[src/rtl/bwg_pkg.sv]
package bwg_pkg;

    localparam int unsigned ADDR_W   = 32;
    localparam int unsigned REGION_W = 8;
    localparam int unsigned CFG_W    = 16;
    localparam int unsigned WAIT_W   = 5;

    // number of region indices that carry a nonzero table entry
    localparam int unsigned TBL_REGIONS = 16;
    // ROM windows controlled by the register
    localparam int unsigned NUM_WIN     = 3;
    // register fields: SRAM code at 0, window w code at 2+3w, seq bit at 4+3w
    localparam int unsigned SRAM_LSB    = 0;
    localparam int unsigned WIN_STRIDE  = 3;
    localparam int unsigned WIN_LSB0    = 2;
    localparam int unsigned WIN_SEQ0    = 4;
    localparam int unsigned PF_BIT      = 14;
    localparam int unsigned USED_LOW    = WIN_SEQ0 + WIN_STRIDE * (NUM_WIN - 1) + 1;
    localparam logic [CFG_W-1:0] CFG_MASK =
        CFG_W'((1 << USED_LOW) - 1) | CFG_W'(1 << PF_BIT);

    // fixed region numbers
    localparam int unsigned RGN_SLOW_RAM = 2;
    localparam int unsigned RGN_WIN_BASE = 8;
    localparam int unsigned RGN_SRAM     = 14;
    localparam int unsigned SLOW_RAM_WS  = 2;

    typedef enum logic [0:0] {
        ST_READY = 1'b0,
        ST_STALL = 1'b1
    } bwg_state_e;

    // shared first-access code map: 0->4, 1->3, 2->2, 3->8
    function automatic logic [WAIT_W-1:0] first_wait(input logic [1:0] code);
        logic [WAIT_W-1:0] w;
        case (code)
            2'd0:    w = WAIT_W'(4);
            2'd1:    w = WAIT_W'(3);
            2'd2:    w = WAIT_W'(2);
            default: w = WAIT_W'(8);
        endcase
        return w;
    endfunction

endpackage

[src/rtl/bwg_cfg_reg.sv]
module bwg_cfg_reg
    import bwg_pkg::*;
#(
    parameter int unsigned W = CFG_W,
    parameter logic [W-1:0] MASK = CFG_MASK
) (
    input  logic         clk,
    input  logic         rst_n,
    input  logic         we,
    input  logic [W-1:0] wdata,
    output logic [W-1:0] q
);

    always_ff @(posedge clk or negedge rst_n) begin
        if (!rst_n) begin
            q <= '0;
        end else if (we) begin
            q <= wdata & MASK;
        end
    end

endmodule

[src/rtl/bwg_cost_lut.sv]
module bwg_cost_lut
    import bwg_pkg::*;
#(
    parameter int unsigned RW = REGION_W,
    parameter int unsigned WW = WAIT_W,
    parameter int unsigned CW = CFG_W
) (
    input  logic [CW-1:0] cfg,
    input  logic [RW-1:0] region,
    output logic [WW-1:0] n16,
    output logic [WW-1:0] s16,
    output logic [WW-1:0] n32,
    output logic [WW-1:0] s32
);

    localparam int unsigned IDX_W = $clog2(TBL_REGIONS);

    logic [WW-1:0] win_first [NUM_WIN];
    logic [WW-1:0] win_seq   [NUM_WIN];
    logic [WW-1:0] sram_ws;
    logic          in_tbl;
    logic [IDX_W-1:0] idx;

    // per-window decode of the register fields
    for (genvar w = 0; w < NUM_WIN; w++) begin : g_win
        localparam int unsigned CODE_LSB = WIN_LSB0 + WIN_STRIDE * w;
        localparam int unsigned SEQ_BIT  = WIN_SEQ0 + WIN_STRIDE * w;
        assign win_first[w] = WW'(first_wait(cfg[CODE_LSB +: 2]));
        assign win_seq[w]   = cfg[SEQ_BIT] ? WW'(1) : (WW'(2) << w);
    end

    assign sram_ws = WW'(first_wait(cfg[SRAM_LSB +: 2]));
    assign in_tbl  = (region < RW'(TBL_REGIONS));
    assign idx     = region[IDX_W-1:0];

    always_comb begin
        n16 = '0;
        s16 = '0;
        if (in_tbl) begin
            case (idx)
                IDX_W'(RGN_SLOW_RAM): begin
                    n16 = WW'(SLOW_RAM_WS);
                    s16 = WW'(SLOW_RAM_WS);
                end
                IDX_W'(RGN_WIN_BASE), IDX_W'(RGN_WIN_BASE + 1): begin
                    n16 = win_first[0];
                    s16 = win_seq[0];
                end
                IDX_W'(RGN_WIN_BASE + 2), IDX_W'(RGN_WIN_BASE + 3): begin
                    n16 = win_first[1];
                    s16 = win_seq[1];
                end
                IDX_W'(RGN_WIN_BASE + 4), IDX_W'(RGN_WIN_BASE + 5): begin
                    n16 = win_first[2];
                    s16 = win_seq[2];
                end
                IDX_W'(RGN_SRAM): begin
                    n16 = sram_ws;
                    s16 = sram_ws;
                end
                default: begin
                    n16 = '0;
                    s16 = '0;
                end
            endcase
        end
    end

    assign n32 = in_tbl ? (n16 + s16 + WW'(1)) : '0;
    assign s32 = in_tbl ? ((s16 << 1) + WW'(1)) : '0;

endmodule

[src/rtl/bwg_wait_fsm.sv]
module bwg_wait_fsm
    import bwg_pkg::*;
#(
    parameter int unsigned WW = WAIT_W
) (
    input  logic          clk,
    input  logic          rst_n,
    input  logic          req_valid,
    input  logic [WW-1:0] req_cost,
    output logic          ready,
    output logic          accept
);

    bwg_state_e    state, state_nx;
    logic [WW-1:0] cnt, cnt_nx;

    // state register
    always_ff @(posedge clk or negedge rst_n) begin
        if (!rst_n) begin
            state <= ST_READY;
            cnt   <= '0;
        end else begin
            state <= state_nx;
            cnt   <= cnt_nx;
        end
    end

    // next state
    always_comb begin
        state_nx = state;
        cnt_nx   = cnt;
        unique case (state)
            ST_READY: begin
                if (req_valid && (req_cost != '0)) begin
                    state_nx = ST_STALL;      // grant
                    cnt_nx   = req_cost;
                end
            end
            ST_STALL: begin
                cnt_nx = cnt - WW'(1);        // countdown
                if (cnt == WW'(1)) begin
                    state_nx = ST_READY;      // release
                end
            end
            default: begin
                state_nx = ST_READY;
                cnt_nx   = '0;
            end
        endcase
    end

    // outputs
    always_comb begin
        ready  = (state == ST_READY);
        accept = (state == ST_READY) && req_valid;
    end

endmodule

[src/rtl/bus_wait_gen.sv]
module bus_wait_gen
    import bwg_pkg::*;
#(
    parameter int unsigned AW = ADDR_W,
    parameter int unsigned RW = REGION_W,
    parameter int unsigned CW = CFG_W,
    parameter int unsigned WW = WAIT_W
) (
    input  logic          clk,
    input  logic          rst_n,
    input  logic          cfg_we,
    input  logic [CW-1:0] cfg_wdata,
    output logic [CW-1:0] cfg_rdata,
    output logic          pf_en,
    input  logic          req_valid,
    input  logic [AW-1:0] req_addr,
    input  logic          req_wide,
    input  logic          req_seq,
    output logic          ready,
    output logic [WW-1:0] pf_cost16,
    output logic [WW-1:0] pf_cost32
);

    logic [CW-1:0] cfg_q;
    logic [RW-1:0] req_region;
    logic [RW-1:0] act_region;
    logic [WW-1:0] rq_n16, rq_s16, rq_n32, rq_s32;
    logic [WW-1:0] ac_n16, ac_s16, ac_n32, ac_s32;
    logic [WW-1:0] req_cost;
    logic          accept;

    assign req_region = req_addr[AW-1 -: RW];

    bwg_cfg_reg #(.W(CW), .MASK(CFG_MASK)) u_cfg (
        .clk   (clk),
        .rst_n (rst_n),
        .we    (cfg_we),
        .wdata (cfg_wdata),
        .q     (cfg_q)
    );

    bwg_cost_lut #(.RW(RW), .WW(WW), .CW(CW)) u_req_lut (
        .cfg    (cfg_q),
        .region (req_region),
        .n16    (rq_n16),
        .s16    (rq_s16),
        .n32    (rq_n32),
        .s32    (rq_s32)
    );

    bwg_cost_lut #(.RW(RW), .WW(WW), .CW(CW)) u_act_lut (
        .cfg    (cfg_q),
        .region (act_region),
        .n16    (ac_n16),
        .s16    (ac_s16),
        .n32    (ac_n32),
        .s32    (ac_s32)
    );

    always_comb begin
        unique case ({req_wide, req_seq})
            2'b00:   req_cost = rq_n16;
            2'b01:   req_cost = rq_s16;
            2'b10:   req_cost = rq_n32;
            default: req_cost = rq_s32;
        endcase
    end

    bwg_wait_fsm #(.WW(WW)) u_fsm (
        .clk       (clk),
        .rst_n     (rst_n),
        .req_valid (req_valid),
        .req_cost  (req_cost),
        .ready     (ready),
        .accept    (accept)
    );

    always_ff @(posedge clk or negedge rst_n) begin
        if (!rst_n) begin
            act_region <= '0;
        end else if (accept) begin
            act_region <= req_region;
        end
    end

    assign cfg_rdata = cfg_q;
    assign pf_en     = cfg_q[PF_BIT];
    assign pf_cost16 = ac_n16;
    assign pf_cost32 = ac_n32;

endmodule

[config.mk]
export PLATFORM = sky130hd
export DESIGN_NAME = bus_wait_gen
export DESIGN_NICKNAME = d
export VERILOG_FILES = /design/src/rtl/bwg_pkg.sv /design/src/rtl/bwg_cfg_reg.sv /design/src/rtl/bwg_cost_lut.sv /design/src/rtl/bwg_wait_fsm.sv /design/src/rtl/bus_wait_gen.sv
export SDC_FILE = /design/constraint.sdc
export NUM_CORES = 1
export LEC_CHECK = 0
export ABC_AREA = 1
export BUFFER_PORTS_ARGS = -buffer_cell sky130_fd_sc_hd__clkbuf_2
export CORE_MARGIN = 8
export CORE_UTILIZATION = 55
export DETAILED_ROUTE_END_ITERATION = 10
export MAX_ROUTING_LAYER = met4
export PLACE_DENSITY = 0.84
export SYNTH_ARGS = -nofsm -noshare
export SYNTH_HDL_FRONTEND = slang
export SYNTH_HIERARCHICAL = 1
export SYNTH_SLANG_ARGS = --single-unit
[constraint.sdc]
create_clock -name clk -period 8 [get_ports clk]
set_clock_uncertainty 0.1 [all_clocks]
set_input_delay 0 -clock clk [delete_from_list [all_inputs] [get_ports clk]]
set_output_delay 0 -clock clk [all_outputs]
set_load 0.005 [all_outputs]
# Yosys cells after proc, flatten, opt, wreduce, memory -nomap -nowiden
# Index checks and enable logic that the tools add are counted.
# word_totals
reg_bits	26
in_bits	54
output_inout_bits	28
word_cells	79
# op_classes
add_sub_neg	6
magnitude_cmp	2
n_eq_ne	28
muxes	24
n_bitwise	1
reduce_logical	14
# op_table
op	count
5-bit case mux with 5 select lines	3
4-bit equality test (second input constant)	14
4-bit case mux with 3 select lines	4
5-bit two-way mux	8
4-bit case mux with 5 select lines	1
8-bit by 5-bit < comparator with 1-bit output (second input constant)	2
5-bit by 1-bit adder with 5-bit output (second input constant)	3
5-bit case mux with 3 select lines	1
2-bit OR reduction	6
5-bit adder	2
2-bit by 1-bit equality test with 1-bit output (second input constant)	5
2-bit equality test (second input constant)	5
2-bit zero test	5
5-bit case mux with 2 select lines	1
4-bit by 2-bit equality test with 1-bit output (second input constant)	2
5-bit by 1-bit equality test with 1-bit output (second input constant)	1
5-bit nonzero test	1
5-bit by 1-bit subtractor with 5-bit output (second input constant)	1
4-bit two-way mux	1
3-bit two-way mux	1
1-bit logical AND	2
1-bit two-way mux	2
2-bit two-way mux	1
2-bit by 1-bit != test with 1-bit output (second input constant)	1
2 further kinds	2

# Depth between registers and ports, before layout
# Gate-level depths: netlist (run 1).
# logic_depth
word_depth	12
depth_mapped	21
depth_no_buf	21

# Hierarchy
# Netlist (run 1), hierarchy kept.
# modules_own_cells
mod	n_inst	cells_each	area_per_inst_um2	seq_area_each_um2
bwg_cost_lut (u_act_lut)	1	125	732.0	0.0
bwg_cost_lut (u_req_lut)	1	123	700.7	0.0
bwg_cfg_reg	1	56	491.7	300.3
bus_wait_gen	1	64	485.5	200.2
bwg_wait_fsm	1	58	407.9	150.1

# Worst setup path after synthesis (run 1)
# OpenSTA, ideal clock, no wires.
# synth_timing
path_kind	flip-flop to flip-flop
startpoint	register u_cfg.q[8]
endpoint	register u_fsm.cnt[0]
setup_ps	116
arrival_ps	2451
t_required_ps	7784
slack_ps	5333
stages_incl_launch_ff	20
path_buffers	0
synth_period_minus_slack_ps	2667
path_cell_list	dfrtp_1 inv_1 ha_1 nand4_1 nand3_1 nor2_1 nor2_2 fa_1 nand2_1 inv_1 o21ai_0 a21oi_1 nand3_1 nand4_1 inv_1 nand3_1 nand2_2 nand2_1 nand2_1 nand2_1
# synth_via
elab_chain_cells	11
elab_cells_between_ends	15
cone_classes	add/sub (2); eq/ne (3); mux (7); reduce/logical (3)
# synth_lines
item	line_no	rtl
from (decl)	bwg_cfg_reg.sv:11	output logic [W-1:0] q
from (signal assigned)	bwg_cfg_reg.sv:18	q <= wdata & MASK;
2-bit equality test, or another cell as far along	bwg_pkg.sv:36	case (code)
4-bit case mux with 3 select lines *	bwg_pkg.sv:36	
5-bit case mux with 5 select lines *	bwg_cost_lut.sv:40	case (idx)
5-bit two-way mux *	bwg_cost_lut.sv:39	if (in_tbl) begin
net rq_n16[1]	bus_wait_gen.sv:27	logic [WW-1:0] rq_n16, rq_s16, rq_n32, rq_s32;
5-bit adder *	bwg_cost_lut.sv:69	assign n32 = in_tbl ? (n16 + s16 + WW'(1)) : '0;
5-bit by 1-bit adder with 5-bit output *	bwg_cost_lut.sv:69	
5-bit two-way mux *	bwg_cost_lut.sv:69	
net rq_n32[4]	bus_wait_gen.sv:27	
5-bit case mux with 3 select lines *	bus_wait_gen.sv:61	unique case ({req_wide, req_seq})
net req_cost[4]	bus_wait_gen.sv:29	logic [WW-1:0] req_cost;
5-bit nonzero test *	bwg_wait_fsm.sv:34	if (req_valid && (req_cost != '0)) begin
1-bit logical AND *	bwg_wait_fsm.sv:34	
2-bit by 1-bit != test with 1-bit output (no source line) *	n/a	
to (signal assigned)	bwg_wait_fsm.sv:24	cnt <= cnt_nx;
to (decl)	bwg_wait_fsm.sv:15	logic [WW-1:0] cnt, cnt_nx;
# The timed path passes the listed nets; every way through them passes the cells marked *. The select of a mux whose other input is x is not followed.
# A chain may end at the register's enable or synchronous reset.

# Final worst setup path (run 1)
# layout_timing
startpoint	register u_cfg.q[8]
endpoint	register u_fsm.cnt[1]
# Same word-level chain as after synthesis.

==> impl_metrics.env, run 1 <==
export IMPL_place_ws_ns=5.01
export IMPL_fin_crit_sh_pct=38.1
export IMPL_p_leak_nw=1.84
export IMPL_grt_start_max_net_pins=27
export IMPL_layout_cells_non_filler=551
export IMPL_outcome="complete, no violations"
export IMPL_ant_nets=0
export IMPL_grt_pass1_wl_um=11800
export IMPL_finalHoldViolCount=0
export IMPL_numCtsBuffers=3
export IMPL_die_width_um=87.0
export IMPL_avgRoutedWirePerCell_um=12.6
export IMPL_drtIter0Drc=209
export IMPL_fin_area_mm2=0.00328
export IMPL_slew_headroom_pct=32.5
export IMPL_dp_cells=519
export IMPL_grt_total_usage_pct=19.4
export IMPL_power_total_mw=0.604
export IMPL_post_cts_setup_buffer_count=0
export IMPL_min_path_type="input pin to flop"
export IMPL_multi_input_area_mm2=0.00169
export IMPL_num_fill_cells=417
export IMPL_drive_gt1_share_pct=17.0
export IMPL_diodes=0
export IMPL_htreeDepth=1
export IMPL_dp_hpwl_um=4950
export IMPL_clock_sinks=26
export IMPL_avgSynthCellArea_um2=6.61
export IMPL_hold_ws_ns=0.0169
export IMPL_wl_met1_um=2970
export IMPL_regArea_um2=651
export IMPL_wl_met2_um=3520
export IMPL_setup_violations=0
export IMPL_root_buffer="clkbuf_8"
export IMPL_report_final_slew_viol_count=0
export IMPL_num_io_pins=82
export IMPL_row_count=26
export IMPL_worst_pin_slew_ns=1.01
export IMPL_yosys_warnings=6
export IMPL_met3_length_um=348
export IMPL_reg2reg_slack_ns=4.96
export IMPL_power_density_mw_per_mm2=184
export IMPL_setup_tns_ns=0
export IMPL_vias=2710
export IMPL_syn_cell_area_mm2=0.00277
export IMPL_timing_final_ws_setup_ns=4.96
export IMPL_portBuffers=48
export IMPL_grt_pass1_vias=2646
export IMPL_start_util_pct=55.7
export IMPL_core_area_mm2=0.00498
export IMPL_die_area_mm2=0.00756
export IMPL_clk_pin_slew_ns=0.09
export IMPL_path_max_fanout=8
export IMPL_fin_crit_ns=3.04
export IMPL_dr_pass1_iters=4
export IMPL_arrival_ns=3.11
export IMPL_gp_congestion=0.903
export IMPL_wl_um=6930
export IMPL_placed_cell_area_mm2=0.00292
export IMPL_syn_to_final_growth_pct=18.2
export IMPL_timing_fmax_ghz=0.328
export IMPL_path_class="flop to flop"
export IMPL_clkLatencyLatePin_ns=0.27
export IMPL_cts_tree="built"
export IMPL_die_y_um=87.0
export IMPL_syn_instance_count=419
export IMPL_cts_max_path_buffers=2
export IMPL_finalCoreUtilization_pct=65.8
export IMPL_avgViaCountPerCell=4.92
export IMPL_vdd_drop_max_mv=0.250
export IMPL_drc=0
export IMPL_rsz0062_at_grt="false"
export IMPL_startpoint_type="flop"
export IMPL_grt_antenna_before_repair=0
export IMPL_cap_viol_max_count=0
export IMPL_highest_layer="met4"
export IMPL_endpoint_kind="flop"
export IMPL_grt_ovfl_total=0
export IMPL_post_cts_resized=0
export IMPL_fin_nets=572
export IMPL_worstPathRequired_ns=8.06
[layout make-up]
type                            instances  area share (%)
Tap cell                               70            2.67
Timing Repair Buffer                   76            15.9
Multi-Input combinational cell        307            51.6
Inverter                               68            7.79
Sequential cell                        26            19.9
Clock inverter                          1           0.917
Clock buffer                            3            1.26
[metal layers]
metal  global-route usage, %  up-vias
met5                       -        -
met4                    6.26        0
met3                    2.17        8
met2                    34.3       75
met1                    22.3     1220
li1                        -     1407
[final timing paths]
path / startpoint / endpoint / cells after the start
setup / recovery: u_cfg/q[8] / u_fsm/cnt[1] / 19
hold / removal: cfg_we / u_cfg/q[5] / 3
setup reg to reg: u_cfg/q[8] / u_fsm/cnt[1] / 19
hold reg to reg: u_fsm/cnt[1] / u_fsm/cnt[1] / 2
max in group asynchronous: rst_n / act_region[0] / 2
min in group asynchronous: rst_n / u_cfg/q[2] / 2
[where the power goes]
part           total, mW  internal [mW]  switching (mW)
combinational      0.271          0.103           0.169
sequential         0.225          0.171          0.0536
clock              0.107         0.0669          0.0406
total              0.604          0.341           0.263
[worst max-delay path, cell delays in order (launching register included)]
cell	delay, ns
dfrtp_1	0.51
inv_1	0.09
ha_1	0.29
nand4_1	0.11
nand3_1	0.09
nor2_1	0.14
nor2_2	0.08
fa_1	0.44
nand2_1	0.08
inv_1	0.04
o21ai_0	0.14
a21oi_1	0.09
nand3_1	0.09
nand4_1	0.12
inv_1	0.07
nand3_1	0.10
nand2_2	0.14
nand2_1	0.09
nand2_1	0.07
nand2_1	0.05
[placed cells by master (no fill, tap or decap), drive strengths merged]
cell type      n
nand2        130
inv           68
clkbuf        51
nor2          46
nand3         42
ha            34
dlygate4sd3   28
dfrtp         26
o21ai         19
nand4         11
a21oi         10
conb           7
and3           2
or2            2
nor3           2
fa             2
bufinv         1
[flip-flops by register name, indices dropped and copies added (netlist names)]
register     cells
act_region       8
u_cfg/q         12
u_fsm/state      1
u_fsm/cnt        5
[repair_timing]
item                       CTS  global route
hold endpoints to repair    47             0
setup endpoints to repair    0             0
hold buffers                28             0
(Power assumes the default switching activity.)
==> inputs of run 2 (changes only) <==
--- a/config.mk
+++ b/config.mk
@@ -8,10 +8,10 @@
 export ABC_AREA = 1
 export BUFFER_PORTS_ARGS = -buffer_cell sky130_fd_sc_hd__clkbuf_2
 export CORE_MARGIN = 8
-export CORE_UTILIZATION = 55
+export CORE_UTILIZATION = 48
 export DETAILED_ROUTE_END_ITERATION = 10
 export MAX_ROUTING_LAYER = met4
-export PLACE_DENSITY = 0.84
+export PLACE_DENSITY = 0.78
 export SYNTH_ARGS = -nofsm -noshare
 export SYNTH_HDL_FRONTEND = slang
 export SYNTH_HIERARCHICAL = 1
==> constraint.sdc (replaced) <==
create_clock -name clk -period 2.5 [get_ports clk]
set_clock_uncertainty 0.1 [all_clocks]
set_input_delay 0 -clock clk [delete_from_list [all_inputs] [get_ports clk]]
set_output_delay 0 -clock clk [all_outputs]
set_load 0.005 [all_outputs]
==> impl_metrics.env, run 2 (same netlist as run 1, synthesis figures left out) <==
export IMPL_outcome="finished, violations left"
export IMPL_violations="setup timing"
export IMPL_grt_total_usage_pct=19.5
export IMPL_cpPeakStageDelay_ns=0.45
export IMPL_r2r_start="u_cfg/q[8]"
export IMPL_cts_max_path_buffers=2
export IMPL_setup_violations=6
export IMPL_grt_pass1_wl_um=13400
export IMPL_row_count=27
export IMPL_grt_ovfl_total=0
export IMPL_grt_antenna_before_repair=1
export IMPL_htreeDepth=1
export IMPL_rr_worst_depth=19
export IMPL_wl_um=8750
export IMPL_largest_register_ffs=12
export IMPL_layout_common_cells="nand2_1 (111), inv_1 (48), clkbuf_2 (47)"
export IMPL_hp_start="cfg_we"
export IMPL_gp_congestion=0.956
export IMPL_clk_pin_slew_ns=0.09
export IMPL_finalCoreUtilization_pct=68.2
export IMPL_critical_path_top_delay_family="simple AND/OR/NAND/NOR gates"
export IMPL_drtIter0Drc=275
export IMPL_die_area_mm2=0.00846
export IMPL_vdd_drop_max_mv=0.484
export IMPL_cap_viol_max_count=0
export IMPL_rsz0062_at_grt="true"
export IMPL_reg2reg_slack_ns=-0.28
export IMPL_dr_pass1_iters=5
export IMPL_die_y_um=92.0
export IMPL_die_width_um=92.0
export IMPL_critPathBufInv=1
export IMPL_endpoint_kind="flop"
export IMPL_core_area_mm2=0.00554
export IMPL_numCtsBuffers=3
export IMPL_timing_fmax_ghz=0.360
export IMPL_cts_tree="built"
export IMPL_ant_nets=0
export IMPL_drive_gt1_share_pct=36.4
export IMPL_finalHoldViolCount=0
export IMPL_slowest_stage="dfrtp_2"
export IMPL_multi_input_area_mm2=0.00193
export IMPL_largest_register="u_cfg/q"
export IMPL_start_util_pct=50.0
export IMPL_slew_headroom_pct=52.7
export IMPL_num_io_pins=82
export IMPL_grt_start_max_net_pins=27
export IMPL_fin_crit_sh_pct=111
export IMPL_num_fill_cells=443
export IMPL_clock_sinks=26
export IMPL_regArea_um2=656
export IMPL_drc=0
export IMPL_timing_final_ws_setup_ns=-0.279
export IMPL_p_leak_nw=2.05
export IMPL_clkLatencyLatePin_ns=0.27
export IMPL_syn_to_final_growth_pct=36.4
export IMPL_fin_nets=610
export IMPL_avgRoutedWirePerCell_um=14.8
export IMPL_min_path_type="input pin to flop"
export IMPL_cp_cell_sequence="inv_2 > ha_4 > nand4_1 > nand3_1 > nor2_2 > nor2_4 > ha_1 > nand3_2 > nand3_1 > nand2_1 > nor2_1 > nand3_1 > nand4_1 > nor2_2 > nand3_2 > nand2_4 > nand2_2 > nand2_1 > nand2_1"
export IMPL_avgViaCountPerCell=5.30
export IMPL_grt_pass1_vias=3028
export IMPL_root_buffer="clkbuf_8"
export IMPL_dp_hpwl_um=5690
export IMPL_r2r_end="u_fsm/cnt[0]"
export IMPL_path_class="flop to flop"
export IMPL_portBuffers=48
export IMPL_power_density_mw_per_mm2=538
export IMPL_vias=3140
export IMPL_report_final_slew_viol_count=0
export IMPL_arrival_ns=2.85
export IMPL_path_max_fanout=7
export IMPL_worst_pin_slew_ns=0.709
export IMPL_final_common_cell="nand2_1"
export IMPL_whs_path_depth=3
export IMPL_startpoint_type="flop"
export IMPL_worstPathRequired_ns=2.57
export IMPL_place_ws_ns=-0.210
export IMPL_fin_crit_ns=2.78
export IMPL_min_to="u_cfg/q[0]"
export IMPL_top_regs="u_cfg/q (12), act_region (8), u_fsm/cnt (5)"
## run 2: cell types whose count changed in the layout (fill, tap and decap cells not counted), sizes merged
cell         before  now
buf               0   45
bufinv            1    0
diode             0    1
inv              68   67
dlygate4sd3      28   22
clkinvlp          0    1
## run 2: repair_timing
action	in CTS	in global routing
endpoints found under the setup margin	9	10
hold buffers	21	1
setup buffers	9	5
pin swaps	27	31
gates cloned	0	0
endpoints found under the hold margin	48	2
resized for setup	30	44
## run 2: layout make-up
class / instances / area share [%]
Multi-Input combinational cell: 307 / 51.0
Timing Repair Buffer: 114 / 21.1
Antenna cell: 1 / 0.0662
Clock buffer: 4 / 1.19
Tap cell: 72 / 2.38
Inverter: 68 / 6.85
Sequential cell: 26 / 17.4
## run 2: worst max-delay path by stage
stage | cells after the start | slack (ns) | to | start
after floorplan | 19 | -0.04 | u_fsm/cnt[0] | u_cfg/q[9]
after global placement | 17 | -0.09 | u_fsm/cnt[1] | u_cfg/q[0]
after detailed placement | 17 | -0.21 | u_fsm/cnt[0] | u_cfg/q[0]
after CTS | 19 | -0.13 | u_fsm/cnt[0] | u_cfg/q[0]
after global routing | 20 | -0.40 | u_fsm/cnt[0] | u_cfg/q[9]
final | 19 | -0.28 | u_fsm/cnt[0] | u_cfg/q[8]
## run 2: power breakdown
part           switching (mW)  total [mW]  internal [mW]
registers               0.151       0.700          0.549
clock network           0.136       0.250          0.114
logic                   0.643        1.08          0.441
total                   0.930        2.03           1.10
## run 2: through the flow
step           instance area, um^2  cells  setup TNS (ns)  total power [mW]  hold slack, ns
6_report                      3780    592           -1.38              2.03          0.0225
5_1_grt                       3780    592           -2.51              2.22          0.0408
4_1_cts                       3580    586          -0.658              1.91         -0.0452
3_5_place_dp                  3170    552          -0.904              1.61         -0.0224
3_3_place_gp                  3170    552          -0.457              1.57         -0.0254
2_1_floorplan                 2800    423         -0.0708              1.36          -0.396
## run 2: worst register-to-register path: stages (launching register included)
cell	delay, ns
dfrtp_2	0.45
inv_2	0.09
ha_4	0.19
nand4_1	0.08
nand3_1	0.08
nor2_2	0.17
nor2_4	0.07
ha_1	0.31
nand3_2	0.10
nand3_1	0.09
nand2_1	0.08
nor2_1	0.04
nand3_1	0.09
nand4_1	0.14
nor2_2	0.15
nand3_2	0.12
nand2_4	0.12
nand2_2	0.07
nand2_1	0.07
nand2_1	0.05
## run 2: per-layer routing
| metal | vias to the layer above | global-route usage [%] | wire length (um) |
|---|---|---|---|
| met5 | - | - | 0 |
| met4 | 0 | 8.32 | 304 |
| met3 | 33 | 3.10 | 603 |
| met2 | 145 | 32.8 | 4310 |
| met1 | 1482 | 22.6 | 3530 |
| li1 | 1480 | - | - |
==> inputs of run 3 (changes only) <==
--- a/config.mk
+++ b/config.mk
@@ -10,7 +10,6 @@
 export CORE_MARGIN = 8
 export CORE_UTILIZATION = 48
 export DETAILED_ROUTE_END_ITERATION = 10
-export MAX_ROUTING_LAYER = met4
 export PLACE_DENSITY = 0.78
 export SYNTH_ARGS = -nofsm -noshare
 export SYNTH_HDL_FRONTEND = slang
==> impl_metrics.env, run 3 (same netlist as run 1, synthesis figures left out) <==
export IMPL_report_final_slew_viol_count=0
export IMPL_finalCoreUtilization_pct=67.0
export IMPL_cts_tree="built"
export IMPL_avgViaCountPerCell=5.27
export IMPL_num_fill_cells=451
export IMPL_seqPwrFrac_pct=35.3
export IMPL_cap_viol_max_count=0
export IMPL_worst_pin_slew_ns=0.681
export IMPL_row_count=27
export IMPL_die_y_um=92.0
export IMPL_drc=0
export IMPL_syn_to_final_growth_pct=34.0
export IMPL_vias=3124
export IMPL_grt_antenna_before_repair=0
export IMPL_hold_ws_ns=0.0348
export IMPL_vdd_drop_max_mv=0.395
export IMPL_drtIter0Drc=262
export IMPL_final_common_cell="nand2_1"
export IMPL_fin_area_mm2=0.00371
export IMPL_power_density_mw_per_mm2=537
export IMPL_clock_sinks=26
export IMPL_regArea_um2=656
export IMPL_combPwrFrac_pct=52.4
export IMPL_outcome="finished, violations left"
export IMPL_endpoint_kind="flop"
export IMPL_rr_worst_depth=19
export IMPL_arrival_ns=2.97
export IMPL_largest_register="u_cfg/q"
export IMPL_fin_crit_sh_pct=116
export IMPL_whs_path_depth=3
export IMPL_portBuffers=48
export IMPL_rsz0062_at_grt="true"
export IMPL_p_leak_nw=2.05
export IMPL_fin_nets=612
export IMPL_grt_total_usage_pct=18.1
export IMPL_p_int_mw=1.08
export IMPL_worstPathRequired_ns=2.57
export IMPL_dp_hpwl_um=5580
export IMPL_violations="setup timing"
export IMPL_num_io_pins=82
export IMPL_root_buffer="clkbuf_8"
export IMPL_core_area_mm2=0.00554
export IMPL_layout_common_cells="nand2_1 (117), inv_1 (55), clkbuf_2 (48)"
export IMPL_wl_um=8490
export IMPL_startpoint_type="flop"
export IMPL_grt_start_max_net_pins=27
export IMPL_clk_pin_slew_ns=0.09
export IMPL_slew_headroom_pct=54.6
export IMPL_grt_pass1_wl_um=12900
export IMPL_cts_max_path_buffers=2
export IMPL_grt_ovfl_total=0
export IMPL_numCtsBuffers=3
export IMPL_timing_final_ws_setup_ns=-0.402
export IMPL_clkLatencyLatePin_ns=0.27
export IMPL_switching_share_pct=45.7
export IMPL_path_class="flop to flop"
export IMPL_htreeDepth=1
export IMPL_avgRoutedWirePerCell_um=14.3
export IMPL_top_regs="u_cfg/q (12), act_region (8), u_fsm/cnt (5)"
export IMPL_timing_fmax_ghz=0.345
export IMPL_power_total_mw=1.99
export IMPL_diodes=0
export IMPL_ant_nets=0
export IMPL_setup_violations=7
export IMPL_start_util_pct=50.0
export IMPL_gp_congestion=0.908
export IMPL_drive_gt1_share_pct=31.5
export IMPL_die_area_mm2=0.00846
export IMPL_min_path_type="input pin to flop"
export IMPL_placed_cell_area_mm2=0.00316
export IMPL_dr_pass1_iters=5
export IMPL_path_max_fanout=7
export IMPL_die_width_um=92.0
export IMPL_grt_pass1_vias=2860
export IMPL_fin_crit_ns=2.90
export IMPL_setup_tns_ns=-2.18
export IMPL_multi_input_area_mm2=0.00184
export IMPL_finalHoldViolCount=0
export IMPL_p_clk_share_pct=12.3
export IMPL_largest_register_ffs=12
export IMPL_p_sw_mw=0.911
[run 3: routing by layer]
metal	global-route usage, %	wire, um
met1	23.0	3470
met2	31.8	4090
met3	1.55	603
met4	4.70	330
met5	0	0
[run 3: critical path, cell delays in order, from the launching register on]
cell     delay, ns
dfrtp_2       0.45
inv_2         0.09
ha_4          0.20
nand4_1       0.15
nand3_2       0.14
nor2_4        0.16
nor2_4        0.06
ha_1          0.31
nand3_2       0.10
nand3_1       0.10
nand2_1       0.11
nor2_1        0.06
nand3_1       0.08
nand4_1       0.12
nor2_1        0.15
nand3_2       0.11
nand2_4       0.12
nand2_2       0.06
nand2_1       0.07
nand2_1       0.04
[run 3: repair_timing]
item,CTS,global route
setup buffers,5,6
hold buffers,28,0
hold endpoints to repair,46,0
setup endpoints to repair,8,10
gates resized for setup,25,24
pin swaps,18,15
[run 3: final timing paths]
path | startpoint | to | slack, ns
max in group asynchronous | rst_n | u_cfg/q[8] | 1.63
min in group asynchronous | rst_n | u_cfg/q[3] | 0.19
min | req_addr[25] | act_region[1] | 0.03
min reg2reg | u_cfg/q[14] | u_cfg/q[14] | 0.40
max reg2reg | u_cfg/q[8] | u_fsm/cnt[0] | -0.40
max | u_cfg/q[8] | u_fsm/cnt[0] | -0.40
[run 3: layout make-up]
cell class	count	area share, %
Multi-Input combinational cell	307	49.6
Clock buffer	4	1.21
Inverter	68	6.98
Sequential cell	26	17.7
Tap cell	72	2.43
Timing Repair Buffer	116	22.1
[run 3: metrics by stage]
stage	setup WS (ns)	instances
after CTS	-0.114	587
after floorplan	-0.0354	423
after global placement	-0.102	550
final	-0.402	593
after global routing	-0.482	593
after detailed placement	-0.220	550
[run 3: power groups by stage]
stage                     clock network [mW]  registers [mW]  logic (mW)
after CTS                              0.256           0.693       0.955
after global routing                   0.266           0.721        1.17
final                                  0.246           0.703        1.04
after floorplan                            0           0.680       0.677
after global placement                     0           0.696       0.862
after detailed placement                   0           0.701       0.889
